## config.mk

```make
export PLATFORM = sky130hd
export DESIGN_NAME = sum_display_decoder
export DESIGN_NICKNAME = d
export VERILOG_FILES = /design/src/rtl/sumdisp_pkg.sv /design/src/rtl/sum_splitter.sv /design/src/rtl/seg_encoder.sv /design/src/rtl/sum_display_decoder.sv
export SDC_FILE = /design/constraint.sdc
export NUM_CORES = 1
export LEC_CHECK = 0
export ABC_CLOCK_PERIOD_IN_PS = 4000
export CORE_AREA = 2 2 39 41
export DETAILED_ROUTE_END_ITERATION = 8
export DIE_AREA = 0 0 41 43
export PLACE_DENSITY_LB_ADDON = 0.3
export SLEW_MARGIN = 40
export SYNTH_ARGS = -nofsm -noshare
export SYNTH_HDL_FRONTEND = slang
export SYNTH_SLANG_ARGS = --single-unit
```

## constraint.sdc

```tcl
create_clock -name vclk -period 4
set_input_delay 0.8 -clock vclk [all_inputs]
set_output_delay 0.8 -clock vclk [all_outputs]
set_load 0.01 [all_outputs]
```

## src/rtl/sumdisp_pkg.sv

```systemverilog
package sumdisp_pkg;
  localparam int DIGIT_W   = 4;
  localparam int VAL_W     = DIGIT_W + 1;
  localparam int SEG_W     = 7;
  localparam int RADIX     = 10;
  localparam int MAX_LEGAL = 2 * (RADIX - 1);

  localparam logic [SEG_W-1:0] SEG_DASH = 7'b000_0001;

  // bit 6 = a ... bit 0 = g, active high
  function automatic logic [SEG_W-1:0] seg_of_digit(input logic [DIGIT_W-1:0] d);
    logic [SEG_W-1:0] p;
    case (d)
      4'd0:    p = 7'b111_1110;
      4'd1:    p = 7'b011_0000;
      4'd2:    p = 7'b110_1101;
      4'd3:    p = 7'b111_1001;
      4'd4:    p = 7'b011_0011;
      4'd5:    p = 7'b101_1011;
      4'd6:    p = 7'b101_1111;
      4'd7:    p = 7'b111_0000;
      4'd8:    p = 7'b111_1111;
      4'd9:    p = 7'b111_1011;
      default: p = SEG_DASH;
    endcase
    return p;
  endfunction
endpackage

```

## src/rtl/sum_splitter.sv

```systemverilog
module sum_splitter
  import sumdisp_pkg::*;
(
  input  logic [VAL_W-1:0]   value,
  output logic [DIGIT_W-1:0] units,
  output logic               tens,
  output logic               over
);
  logic [VAL_W-1:0] less_radix;

  assign over       = (value > VAL_W'(MAX_LEGAL));
  assign tens       = !over && (value >= VAL_W'(RADIX));
  assign less_radix = value - VAL_W'(RADIX);
  assign units      = tens ? less_radix[DIGIT_W-1:0] : value[DIGIT_W-1:0];

  always_comb begin
    assert_units_below_radix_R3: assert (over || (units < DIGIT_W'(RADIX)))
      else $error("R3 units digit out of range");
    assert_value_recombines_R2: assert (over || ({1'b0, units} + (tens ? VAL_W'(RADIX) : '0)) == value)
      else $error("R2 tens/units split wrong");
  end
endmodule

```

## src/rtl/seg_encoder.sv

```systemverilog
module seg_encoder
  import sumdisp_pkg::*;
(
  input  logic [DIGIT_W-1:0] digit,
  input  logic               blank_err,
  output logic [SEG_W-1:0]   segs
);
  assign segs = blank_err ? SEG_DASH : seg_of_digit(digit);

  always_comb begin
    assert_dash_single_seg_R6: assert (!blank_err || ($countones(segs) == 1 && segs[0]))
      else $error("R6 error pattern not a dash");
  end
endmodule

```

## src/rtl/sum_display_decoder.sv

```systemverilog
module sum_display_decoder
  import sumdisp_pkg::*;
(
  input  logic               sum_carry,
  input  logic [DIGIT_W-1:0] sum_bits,
  output logic [SEG_W-1:0]   seg_units,
  output logic               tens_on,
  output logic               range_err
);
  logic [VAL_W-1:0]   value;
  logic [DIGIT_W-1:0] units_digit;

  assign value = {sum_carry, sum_bits};

  sum_splitter u_split (
    .value (value),
    .units (units_digit),
    .tens  (tens_on),
    .over  (range_err)
  );

  seg_encoder u_enc (
    .digit     (units_digit),
    .blank_err (range_err),
    .segs      (seg_units)
  );

  always_comb begin
    assert_no_tens_in_error_R6: assert (!(range_err && tens_on))
      else $error("R6 tens shown during error");
    assert_carry_high_is_tens_or_err_R5: assert (!sum_carry || tens_on || range_err)
      else $error("R5 value >= 16 neither tens nor error");
  end
endmodule

```

==> flow_summary.ini <==
[placement]
gp_congestion = 0.788
hpwl_um = 659
post_dp_cell_area_sq_um = 557
pre_cts_ws_ns = -0.440
port-buffer-count = 14

[sta]
drv_slew = 0
clock.fmax_mhz = 256
fin_ws_ns = 0.0932
hold_violations = 0
tightestPinTransition_ns = 0.322
period_share_pct = 97.7
finalSetupViolCount = 0
min_period_ns = 3.91
slew_headroom_pct = 78.5

[yosys]
syn_inst = 44
netlist_top_cells_count = nand2_1 (6), ha_1 (5), inv_1 (5)
syn_area_sq_um = 307
yosysTopAreaCell = ha_1
syn_nets = 54
synth_area_leaders = ha_1 (20%), a221oi_4 (8.6%), nor2b_1 (8.2%)
synth_cell_types = 19
synth.avg_cell_area_sq_um = 6.97
synth_top_area_share_pct = 20.4
synth_most_common_cell = nand2_1
synth_seq_area_share_pct = 0
yosysWarnings = 0

[finish]
final_cell_area_sq_um = 559
design.seq.count = 0
area_growth_syn_to_layout_pct = 82.4
multi_input_area_sq_um = 304
clock_buffers = 0
fill_cells = 156
diodes = 0
final_nets = 83
drive_above_1_share_pct = 35.2
seq_area_sq_um = 0

[critical_path]
start_kind = input port
cp_max_fo = 3
worstPathCellList = clkdlybuf4s50_1 -> or3b_4 -> a221oi_4 -> mux2_4 -> or3b_2 -> a21oi_1 -> buf_2
cp-end-kind = output port
path_class = in2out
cpPeakStageDelay_ns = 0.45
cp_slowest_cell = or3b_2
arrival_ns = 3.11
crit_required_ns = 3.20

[power]
power.share.switching_pct = 45.4
cellPowerDensity_mw_per_mm2 = 151
power_w = 0.0000847
leakage_nw = 0.289
p_int_w = 0.0000462
pwr-share-clk_pct = 0
combPwrFrac_pct = 100.0
ir_worst_vdd_v = 0.0000634
seq_power_share_pct = 0
power_switching_w = 0.0000385

[global_route]
overflow = 0
grt_pass1_vias = 329
antenna_found_initial = 0
grt_pass1_wl_um = 1350
track_usage_pct = 10.2
grt_start_max_net_pins = 6

[routing]
vias = 394
viasPerCell = 4.53
met3WireLength_um = 35
wl_um = 819
firstDrtPassIters = 4
drtAntennaViolNets = 0
drtIter0Drc = 5
drcViolationCount = 0
dr_wl_met2_um = 393
route.top_layer_used = met3
wl_met1_um = 390
wire_per_inst_um = 9.41

[floorplanning]
dieArea_sq_mm = 0.00176
row_count = 14
initial_core_util_pct = 22.2
ios = 14
die_w_um = 41
core_sq_mm = 0.00138
dieHeight_um = 43

[clock_tree]
holdBufCountCts = 0

[worst_hold_path]
hold_start = sum_bits[2]
min_to = seg_units[1]
hold_path_class = in2out
holdPathStages = 7

[outcome]
outcome = completed

[flow_run]
drv_cap = 0
worst max-delay path: cells and delay by family:
family / cells / cell delay (ns)
AND/OR/NAND/NOR: 2 / 0.87
AO/OA/AOI/OAI: 2 / 0.53
buffers and inverters: 2 / 0.57
multiplexers: 1 / 0.34
cell usage in the layout (no fill, tap or decap), drive strengths merged:
master,instances
nor2b,4
nand2b,1
mux2i,2
mux2,1
nor2,4
o211ai,1
a21oi,2
o21ai,3
inv,5
buf,15
and2,1
clkbuf,3
clkdlybuf4s15,1
a31oi,1
dlygate4sd2,1
clkdlybuf4s50,5
a221oi,1
nor3,2
or3b,2
xnor2,2
dlymetal6s2s,2
ha,5
nand2,6
o22ai,1
layout make-up:
| cell class | instances | area share, % |
|---|---|---|
| multi-input cells | 39 | 54.4 |
| well taps | 16 | 3.58 |
| repair buffers | 27 | 38.7 |
| inverters | 5 | 3.36 |
metrics by stage:
stage	setup TNS [ns]	util (%)	hold WS (ns)	instances
floorplan	0	-	1.78	44
finish	0	40.4	2.36	87
CTS	-0.0896	40.2	2.63	86
global placement	-1.69	40.2	2.82	86
detailed placement	-1.79	40.2	2.84	86
global route	-0.0150	40.4	2.42	87
repair_timing:
action,CTS,global route
setup buffers,0,1
endpoints found under the setup margin,7,7
resized for setup,12,14
pin swaps,1,2
cell families after synthesis:
group	count (synthesis)	share of synthesized area [%]
muxes	3	10.2
buffers and inverters	5	6.12
and+or+nand+nor	20	34.3
adders and majority gates	5	20.4
xor gates and xnor gates	2	5.72
AOI/OAI and AO/OA	9	23.3
worst max path at each step:
stage | start | endpoint | slack, ns | cells after the start
6_report | sum_bits[0] | seg_units[1] | 0.09 | 7
2_1_floorplan | sum_bits[1] | seg_units[1] | 0.45 | 7
3_5_place_dp | sum_bits[1] | seg_units[1] | -0.44 | 9
4_1_cts | sum_bits[1] | seg_units[1] | -0.09 | 10
5_1_grt | sum_bits[0] | seg_units[1] | -0.02 | 8
3_3_place_gp | sum_bits[1] | seg_units[1] | -0.44 | 9
layer usage:
metal  up-vias  GRT usage (%)
met3         0              0
met1       181           15.5
met4         0              0
met5         -              0
met2         8           16.6
li1        205              -
power by group through the flow:
stage	clock [W]	sequential (W)	combinational (W)
global route	0	0	0.0000950
finish	0	0	0.0000847
global placement	0	0	0.0000882
detailed placement	0	0	0.0000885
CTS	0	0	0.0000846
floorplan	0	0	0.0000420
Power figures use the tool's default switching activity.
